File: config.mk
export PLATFORM = sky130hd
export DESIGN_NAME = irq_ctrl
export DESIGN_NICKNAME = d
export VERILOG_FILES = /design/src/rtl/irq_pkg.sv /design/src/rtl/irq_sync_edge.sv /design/src/rtl/irq_status_bits.sv /design/src/rtl/irq_req_gen.sv /design/src/rtl/irq_ctrl.sv
export SDC_FILE = /design/constraint.sdc
export NUM_CORES = 1
export LEC_CHECK = 0
export BUFFER_PORTS_ARGS = -buffer_cell sky130_fd_sc_hd__buf_2
export CAP_MARGIN = 20
export CORE_AREA = 3 3 45 47
export DETAILED_ROUTE_END_ITERATION = 12
export DIE_AREA = 0 0 48 50
export PLACE_DENSITY = 0.81
export SLEW_MARGIN = 10
export SYNTH_ARGS = -nofsm -noshare
export SYNTH_HDL_FRONTEND = slang
export SYNTH_HIERARCHICAL = 1
export SYNTH_SLANG_ARGS = --single-unit
File: constraint.sdc
create_clock -name clk_i -period 2.5 [get_ports clk_i]
set_input_delay 0.5 -clock clk_i [delete_from_list [all_inputs] [get_ports clk_i]]
set_output_delay 0.5 -clock clk_i [all_outputs]
set_load 0.01 [all_outputs]
File: src/rtl/irq_pkg.sv
package irq_pkg;
  localparam int NSRC    = 7;
  localparam int CMD_W   = 4;
  localparam int SYNC_N  = 2;

  localparam int B_TXRDY = 0;
  localparam int B_TXEMT = 1;
  localparam int B_RXRDY = 2;
  localparam int B_RXFUL = 3;
  localparam int B_BRK   = 4;
  localparam int B_CTR   = 5;
  localparam int B_GPIN  = 6;

  localparam logic [CMD_W-1:0] CMD_CLR_BRK  = 4'h5;
  localparam logic [CMD_W-1:0] CMD_CLR_GPIN = 4'hA;
  localparam logic [CMD_W-1:0] CMD_STOP_CTR = 4'hC;
endpackage

File: src/rtl/irq_sync_edge.sv
module irq_sync_edge #(
  parameter int W      = 2,
  parameter int STAGES = 2
) (
  input  logic         clk_i,
  input  logic         rst_ni,
  input  logic [W-1:0] async_i,
  output logic [W-1:0] level_o,
  output logic [W-1:0] edge_o
);
  logic [W-1:0] sync_q [STAGES];
  logic [W-1:0] prev_q;

  always_ff @(posedge clk_i or negedge rst_ni) begin
    if (!rst_ni) sync_q[0] <= '0;
    else         sync_q[0] <= async_i;
  end

  for (genvar s = 1; s < STAGES; s++) begin : g_stage
    always_ff @(posedge clk_i or negedge rst_ni) begin
      if (!rst_ni) sync_q[s] <= '0;
      else         sync_q[s] <= sync_q[s-1];
    end
  end

  always_ff @(posedge clk_i or negedge rst_ni) begin
    if (!rst_ni) prev_q <= '0;
    else         prev_q <= sync_q[STAGES-1];
  end

  assign level_o = sync_q[STAGES-1];
  assign edge_o  = sync_q[STAGES-1] ^ prev_q;

  // edge seen now means the level differs from the one registered a cycle earlier
  assert_edge_R7: assert property (@(posedge clk_i) disable iff (!rst_ni)
    1'b1 |=> (edge_o == (level_o ^ $past(level_o))));
endmodule

File: src/rtl/irq_status_bits.sv
module irq_status_bits #(
  parameter int W = 7
) (
  input  logic         clk_i,
  input  logic         rst_ni,
  input  logic [W-1:0] set_i,
  input  logic [W-1:0] clr_i,
  output logic [W-1:0] q_o
);
  for (genvar i = 0; i < W; i++) begin : g_bit
    always_ff @(posedge clk_i or negedge rst_ni) begin
      if (!rst_ni)       q_o[i] <= 1'b0;
      else if (set_i[i]) q_o[i] <= 1'b1;  // set has priority
      else if (clr_i[i]) q_o[i] <= 1'b0;
    end

    assert_set_wins_R9: assert property (@(posedge clk_i) disable iff (!rst_ni)
      set_i[i] |=> q_o[i]);
    assert_clear_R6: assert property (@(posedge clk_i) disable iff (!rst_ni)
      (clr_i[i] && !set_i[i]) |=> !q_o[i]);
    assert_hold_R2: assert property (@(posedge clk_i) disable iff (!rst_ni)
      (!clr_i[i] && !set_i[i]) |=> $stable(q_o[i]));
  end
endmodule

File: src/rtl/irq_req_gen.sv
module irq_req_gen #(
  parameter int W = 7
) (
  input  logic         clk_i,
  input  logic         rst_ni,
  input  logic [W-1:0] stat_i,
  input  logic [W-1:0] mask_i,
  output logic         irq_no
);
  always_ff @(posedge clk_i or negedge rst_ni) begin
    if (!rst_ni) irq_no <= 1'b1;
    else         irq_no <= ~|(stat_i & mask_i);
  end

  assert_req_R3: assert property (@(posedge clk_i) disable iff (!rst_ni)
    1'b1 |=> (irq_no == !$past(|(stat_i & mask_i))));
endmodule

File: src/rtl/irq_ctrl.sv
module irq_ctrl
  import irq_pkg::*;
(
  input  logic             clk_i,
  input  logic             rst_ni,
  input  logic             tx_ready_i,
  input  logic             tx_empty_i,
  input  logic             rx_ready_i,
  input  logic             rx_full_i,
  input  logic             ctr_ready_i,
  input  logic             brk_i,
  input  logic             gpin_i,
  input  logic             rhr_rd_i,
  input  logic             thr_wr_i,
  input  logic             cmd_we_i,
  input  logic [CMD_W-1:0] cmd_i,
  input  logic             mask_we_i,
  input  logic [NSRC-1:0]  mask_i,
  output logic [NSRC:0]    status_o,
  output logic             irq_no
);
  logic [1:0]      lvl, edg;
  logic [NSRC-1:0] set_v, clr_v, stat_q, mask_q;

  irq_sync_edge #(.W(2), .STAGES(SYNC_N)) u_sync (
    .clk_i   (clk_i),
    .rst_ni  (rst_ni),
    .async_i ({gpin_i, brk_i}),
    .level_o (lvl),
    .edge_o  (edg)
  );

  always_comb begin
    set_v          = '0;
    set_v[B_TXRDY] = tx_ready_i;
    set_v[B_TXEMT] = tx_empty_i;
    set_v[B_RXRDY] = rx_ready_i;
    set_v[B_RXFUL] = rx_full_i;
    set_v[B_BRK]   = edg[0];
    set_v[B_CTR]   = ctr_ready_i;
    set_v[B_GPIN]  = edg[1];

    clr_v          = '0;
    clr_v[B_TXRDY] = thr_wr_i;
    clr_v[B_TXEMT] = thr_wr_i;
    clr_v[B_RXRDY] = rhr_rd_i;
    clr_v[B_RXFUL] = rhr_rd_i;
    clr_v[B_BRK]   = cmd_we_i && (cmd_i == CMD_CLR_BRK);
    clr_v[B_CTR]   = cmd_we_i && (cmd_i == CMD_STOP_CTR);
    clr_v[B_GPIN]  = cmd_we_i && (cmd_i == CMD_CLR_GPIN);
  end

  irq_status_bits #(.W(NSRC)) u_stat (
    .clk_i  (clk_i),
    .rst_ni (rst_ni),
    .set_i  (set_v),
    .clr_i  (clr_v),
    .q_o    (stat_q)
  );

  always_ff @(posedge clk_i or negedge rst_ni) begin
    if (!rst_ni)        mask_q <= '0;
    else if (mask_we_i) mask_q <= mask_i;
  end

  irq_req_gen #(.W(NSRC)) u_req (
    .clk_i  (clk_i),
    .rst_ni (rst_ni),
    .stat_i (stat_q),
    .mask_i (mask_q),
    .irq_no (irq_no)
  );

  assign status_o = {lvl[1], stat_q};

  assert_mask_load_R10: assert property (@(posedge clk_i) disable iff (!rst_ni)
    mask_we_i |=> (mask_q == $past(mask_i)));
  assert_mask_keep_R10: assert property (@(posedge clk_i) disable iff (!rst_ni)
    !mask_we_i |=> $stable(mask_q));
  assert_thr_clear_R5: assert property (@(posedge clk_i) disable iff (!rst_ni)
    (thr_wr_i && !tx_ready_i) |=> !status_o[B_TXRDY]);
  assert_rhr_clear_R4: assert property (@(posedge clk_i) disable iff (!rst_ni)
    (rhr_rd_i && !rx_ready_i) |=> !status_o[B_RXRDY]);
endmodule

* After elaboration in Yosys (flattened, before gate mapping)
Cells that the tools add are included.
** Operators by class
- Eq/ne operators :: 3
- Multiplexer cells :: 12
- Bitwise logic cells :: 2
- Reductions and logical operators :: 12
** Operators by type and width (count)
- nonzero test 2 bit :: 7
- 2-to-1 mux 1 bit :: 12
- == test 4 bit (second input constant) :: 2
- AND 7 bit :: 1
- OR reduction 7 bit :: 1
- == test 4 x 3 -> 1 bit (second input constant) :: 1
- logical AND 1 bit :: 3
- XOR 2 bit :: 1
- logical NOT 1 bit :: 1
** Storage, ports and cells
- Register bits after elaboration :: 21
- Bits of input ports :: 24
- Word-level logic and storage cells :: 41

* Logic depth before layout (Yosys ltp)
Gate-level depths: netlist of the first run.
- Word-level depth :: 4
- Mapped depth :: 4
- Mapped depth without buffers :: 4

* By module
Netlist of the first run, hierarchy kept.
** Modules (own cells, without submodules)
- irq_ctrl :: times used 1, cells an instance 21, area each 325.3 um2, seq. area each 175.2 um2
- irq_status_bits :: times used 1, cells an instance 21, area each 254.0 um2, seq. area each 175.2 um2
- irq_sync_edge :: times used 1, cells an instance 10, area each 182.7 um2, seq. area each 150.1 um2
- irq_req_gen :: times used 1, cells an instance 5, area each 57.6 um2, seq. area each 26.3 um2

* Least setup slack after synthesis of the first run
No wires, ideal clock.
- Kind :: in2reg
- Start :: in cmd_i[1]
- End :: reg u_stat.q_o[4]
- Library setup time :: 118 ps
- Arrival :: 1008 ps
- Required time :: 2382 ps
- Slack :: 1374 ps
- Cell stages on the path :: 4
- Path through :: nand3b_1 -> nor3b_1 -> inv_1 -> a21o_1
** Between the ends
- Word-level cells in the longest chain between the ends :: 3
** RTL lines
- from (decl) :: line irq_ctrl.sv:16 : input logic [CMD_W-1:0] cmd_i,
- == test 4 x 3 -> 1 bit :: line irq_ctrl.sv:48 : clr_v[B_BRK] = cmd_we_i && (cmd_i == CMD_CLR_BRK);
- logical AND 1 bit :: line irq_ctrl.sv:48
- net clr_v[4] :: line irq_ctrl.sv:23 : logic [NSRC-1:0] set_v, clr_v, stat_q, mask_q;
- nonzero test 2 bit (no source line)
- to (signal, indexed assignment) :: line irq_status_bits.sv:12 : if (!rst_ni) q_o[i] <= 1'b0;
- to (signal, indexed assignment) :: line irq_status_bits.sv:13 : else if (set_i[i]) q_o[i] <= 1'b1;
- to (signal, indexed assignment) :: line irq_status_bits.sv:14 : else if (clr_i[i]) q_o[i] <= 1'b0;
- to (decl) :: line irq_status_bits.sv:8 : output logic [W-1:0] q_o
The timed path passes the listed nets, and every way through them passes these cells.
A chain may end at the register's enable or synchronous reset.

* Worst setup path after layout of the first run
- Start :: reg u_req.irq_no
- End :: out irq_no
** RTL lines
- from (decl) :: line irq_req_gen.sv:8 : output logic irq_no
- from (signal assigned) :: line irq_req_gen.sv:12 : else irq_no <= ~|(stat_i & mask_i);
- to (decl) :: line irq_ctrl.sv:20 : output logic irq_no
No word-level cell between the ends.

==> impl_metrics.json, run 1 <==
{
  "clk_pin_slew_ns": 0.11,
  "layout_common_cells": "buf_2 (32), dfrtp_1 (20), mux2_4 (7), inv_1 (7), a21o_1 (7)",
  "p_seq_frac": 0.625,
  "p_switching_uw": 136,
  "leakage_uw": 0.000509,
  "max_cap_viol_count": 0,
  "p_int_uw": 468,
  "hold_ws_ns": 0.135,
  "antennaDiodeCount": 0,
  "rows": 15,
  "syn_inst": 56,
  "cts_hold_buf": 0,
  "ant_nets": 0,
  "wire_per_inst_um": 13.6,
  "vdd_ir_drop_max_v": 0.000302,
  "crit_chain": "buf_2",
  "layout_commonest_cell": "buf_2",
  "vias": 546,
  "cp-end-kind": "primary output",
  "io_buffers": 32,
  "final_nets": 115,
  "p_sw_frac": 0.225,
  "syn_area_um2": 812,
  "core_um2": 1690,
  "area_growth_pct": 23.3,
  "cp_max_fo": 1,
  "comb_power_share": 0.122,
  "worstSetupStartpointType": "register",
  "timing.critical_path.buf_inv": 1,
  "setup_viol": 0,
  "grtUsageTotal": 0.143,
  "slowest_stage": "dfstp_2",
  "clkPwrFrac": 0.253,
  "tightest_slew_ns": 0.437,
  "drive_gt1_frac": 0.478,
  "finalWirelength_um": 1450,
  "dr.pass1.iters": 4,
  "worstPathRequired_ns": 2.00,
  "dr.first_iter.drc_count": 8,
  "antenna_found_initial": 0,
  "cts_buffers": 3,
  "io_pins": 33,
  "gp_congestion": 0.660,
  "post-route-period-util": 0.573,
  "fmaxAchievable_mhz": 698,
  "critPathKind": "reg -> out",
  "syn_nets": 80,
  "die_y_um": 50,
  "rsz0062_at_grt": "no",
  "clock_sinks": 21,
  "hold_violations": 0,
  "dieArea_um2": 2400,
  "drc_errors": 0,
  "start_util": 0.481,
  "cts_tree": "built",
  "fin_area_um2": 1000,
  "slew_headroom": 0.709,
  "fin_tns_setup_ns": 0,
  "status": "completed",
  "grt_pass1_vias": 586,
  "synth_area_per_cell_um2": 14.5,
  "gr-total-overflow": 0,
  "cts.path.max_buffers": 2,
  "cp_data_arrival_time_ns": 0.93,
  "grt_first_pass_wirelength_um": 2410,
  "grt_max_degree": 22,
  "hold_class": "in -> async",
  "cts_setup_buffers": 0,
  "power_density_nw_per_um2": 604,
  "clk_latency_ns": 0.29,
  "viasPerCell": 5.10,
  "placed_area_um2": 975,
  "report.final.slew_viol_count": 0,
  "postCtsResizedCells": 0,
  "r2r_slack_ns": 1.53,
  "cp_top_family": "flip-flops",
  "cp_slowest_stage_delay_ns": 0.53,
  "yosys_warnings": 6,
  "fin_crit_ns": 1.43,
  "htree_levels": 1,
  "fp.dieW_um": 48,
  "root_buffer": "clkbuf_4",
  "skew_ns": 0.00446
}
## path summary, 6_finish.rpt
| kind | to | cells past startpoint | start |
|---|---|---|---|
| worst max-delay path | irq_no | 1 | u_req/irq_no$_DFF_PN1_ |
| max in group asynchronous | u_req/irq_no$_DFF_PN1_ | 1 | rst_ni |
| min in group clk_i | u_sync/sync_q[3]$_DFF_PN0_ | 1 | gpin_i |
| worst min register to register | u_sync/level_o[1]$_DFF_PN0_ | 0 | u_sync/sync_q[3]$_DFF_PN0_ |
| worst min-delay path | mask_q[5]$_DFFE_PN0P_ | 1 | rst_ni |
| worst max register to register | u_req/irq_no$_DFF_PN1_ | 2 | u_stat/q_o[6]$_DFFE_PN0P_ |
## per-layer routing
metal  routed length [µm]  vias to the layer above  GRT usage
met1                  592                      267      0.163
met5                    0                        -          0
met4                   21                        0     0.0673
met3                   61                        2     0.0219
li1                     -                      257          -
met2                  777                       20      0.247
## area by class of cell
type	count	area (µm²)
Inverter	7	26.3
Timing Repair Buffer	32	160
Fill cell	138	688
Clock buffer	4	26.3
Multi-Input combinational cell	26	240
Sequential cell	21	527
Tap cell	17	21.3
## sequential cells by signal, indices dropped and copies added (netlist names)
name / cells
mask_q: 7
u_req/irq_no: 1
u_stat/q_o: 7
u_sync/level_o: 2
u_sync/prev_q: 2
u_sync/sync_q: 2
## power by group through the flow
stage,combinational (µW),clock (µW),sequential (µW)
2_1_floorplan,38.5,0,382
3_3_place_gp,71.5,0,382
3_5_place_dp,75.2,0,384
4_1_cts,75.4,160,377
5_1_grt,81.7,177,380
6_report,73.8,153,378
## through the flow
| stage | setup WS (ns) | std cells | util | total power [µW] |
|---|---|---|---|---|
| after floorplan | 1.37 | 56 | - | 421 |
| after global placement | 1.24 | 103 | 0.577 | 454 |
| after detailed placement | 1.21 | 103 | 0.577 | 459 |
| after CTS | 1.05 | 107 | 0.593 | 613 |
| after global routing | 1.02 | 107 | 0.593 | 639 |
| final | 1.07 | 107 | 0.593 | 604 |
(Power assumes the default switching activity.)
==> run 2: changes to the inputs <==
CORE_AREA = 3 3 47 49   (was 3 3 45 47)
DIE_AREA = 0 0 50 52   (was 0 0 48 50)
PLACE_DENSITY = 0.75   (was 0.81)
clock period = 1.35 ns   (was 2.5 ns; I/O delays follow)
==> run 2 against run 1 <==
  * Clock-buffer cell count is the same
  * Clock power grew 90%
  * Sequential power grew 85%
  * Hold slack lost 0.064 ns
  * First-iteration DRC count shrank 13%
  * Critical path depth is the same
  * Total power grew 86%
  * Final area grew 2.2%
  * Cell count grew 10%
  * Wire length grew 0.55%
==> impl_metrics.json, run 2 (synthesis results as in run 1) <==
{
  "leakage_uw": 0.000513,
  "cp_top_family": "flip-flops",
  "post-route-period-util": 0.899,
  "io_buffers": 32,
  "antenna_found_initial": 0,
  "cp_data_arrival_time_ns": 0.94,
  "report.final.slew_viol_count": 0,
  "fp.dieW_um": 50,
  "skew_ns": 0.00158,
  "status": "completed",
  "layout_common_cells": "buf_2 (32), dfrtp_1 (20), mux2_4 (7), inv_1 (7), a21o_1 (7)",
  "crit_chain": "buf_2",
  "fin_tns_setup_ns": 0,
  "vdd_ir_drop_max_v": 0.000473,
  "cp-end-kind": "primary output",
  "hold_ws_ns": 0.0712,
  "viasPerCell": 4.59,
  "clk_latency_ns": 0.30,
  "ant_nets": 0,
  "slowest_stage": "dfstp_2",
  "die_y_um": 52,
  "dieArea_um2": 2600,
  "grt_pass1_vias": 551,
  "cts_setup_buffers": 0,
  "worstSetupStartpointType": "register",
  "grtUsageTotal": 0.127,
  "largestRegisters": "mask_q x7, u_stat/q_o x7",
  "cts_buffers": 3,
  "clk_pin_slew_ns": 0.11,
  "gr-total-overflow": 0,
  "rsz0062_at_grt": "no",
  "cts.path.max_buffers": 2,
  "postCtsResizedCells": 0,
  "setup_viol": 0,
  "hold_class": "in -> reg",
  "clock_sinks": 21,
  "slew_headroom": 0.707,
  "rows": 16,
  "area_growth_pct": 26.0,
  "dr.first_iter.drc_count": 7,
  "core_um2": 1900,
  "max_cap_viol_count": 0,
  "layout_commonest_cell": "buf_2",
  "io_pins": 33,
  "drc_errors": 0,
  "vias": 542,
  "power_density_nw_per_um2": 1100,
  "final_nets": 116,
  "timing.critical_path.buf_inv": 1,
  "antennaDiodeCount": 0,
  "gp_congestion": 0.629,
  "worstPathRequired_ns": 1.08,
  "critPathKind": "reg -> out",
  "cp_slowest_stage_delay_ns": 0.53,
  "cts_tree": "built",
  "cp_max_fo": 1,
  "dr.pass1.iters": 4,
  "fin_crit_ns": 1.21,
  "hold_violations": 0,
  "htree_levels": 1,
  "tightest_slew_ns": 0.439,
  "hpwl_um": 1170,
  "fmaxAchievable_mhz": 824,
  "drive_gt1_frac": 0.473,
  "start_util": 0.427,
  "root_buffer": "clkbuf_4",
  "finalWirelength_um": 1460,
  "wire_per_inst_um": 12.4,
  "grt_max_degree": 22,
  "grt_first_pass_wirelength_um": 2370
}
## run 2: per-layer routing
| layer | up-vias | wire length (µm) | global-route usage |
|---|---|---|---|
| met3 | 5 | 89 | 0.0201 |
| li1 | 254 | - | - |
| met4 | 0 | 46 | 0.0968 |
| met5 | - | 0 | 0 |
| met1 | 259 | 609 | 0.161 |
| met2 | 24 | 715 | 0.193 |
## run 2: stage by stage
stage	std cells	total power, µW	setup WS, ns	util	area, µm²
6_report	118	1130	0.137	0.538	1020
5_1_grt	118	1180	0.101	0.538	1020
4_1_cts	118	1140	0.126	0.538	1020
3_5_place_dp	113	850	0.299	0.519	987
3_3_place_gp	113	841	0.315	0.519	987
2_1_floorplan	56	780	0.405	-	812
## run 2: report_power, final
| part | internal (µW) | switching [µW] |
|---|---|---|
| combinational | 83.3 | 56.0 |
| sequential | 671 | 27.1 |
| clock | 115 | 174 |
| total | 870 | 258 |
## run 2: worst paths after layout
check / from / cells past startpoint / slack [ns] / to
max: u_req/irq_no$_DFF_PN1_ / 1 / 0.14 / irq_no
min in group asynchronous: rst_ni / 2 / 0.44 / u_stat/q_o[4]$_DFFE_PN0P_
max reg2reg: u_stat/q_o[6]$_DFFE_PN0P_ / 2 / 0.32 / u_req/irq_no$_DFF_PN1_
max in group asynchronous: rst_ni / 2 / 0.58 / u_req/irq_no$_DFF_PN1_
min: gpin_i / 1 / 0.07 / u_sync/sync_q[3]$_DFF_PN0_
min reg2reg: u_sync/sync_q[3]$_DFF_PN0_ / 0 / 0.36 / u_sync/level_o[1]$_DFF_PN0_
## run 2: area by class of cell
cell class              count  area (µm²)
fillers                   169         878
flip-flops and latches     21         527
multi-input cells          26         240
repair buffers             33         170
well taps                  27        33.8
clock buffers               4        26.3
inverters                   7        26.3
## run 2: repair_timing
action / 4_1_cts / 5_1_grt
endpoints found under the hold margin: 20 / 0
endpoints found under the setup margin: 0 / 0
hold buffers: 1 / 0
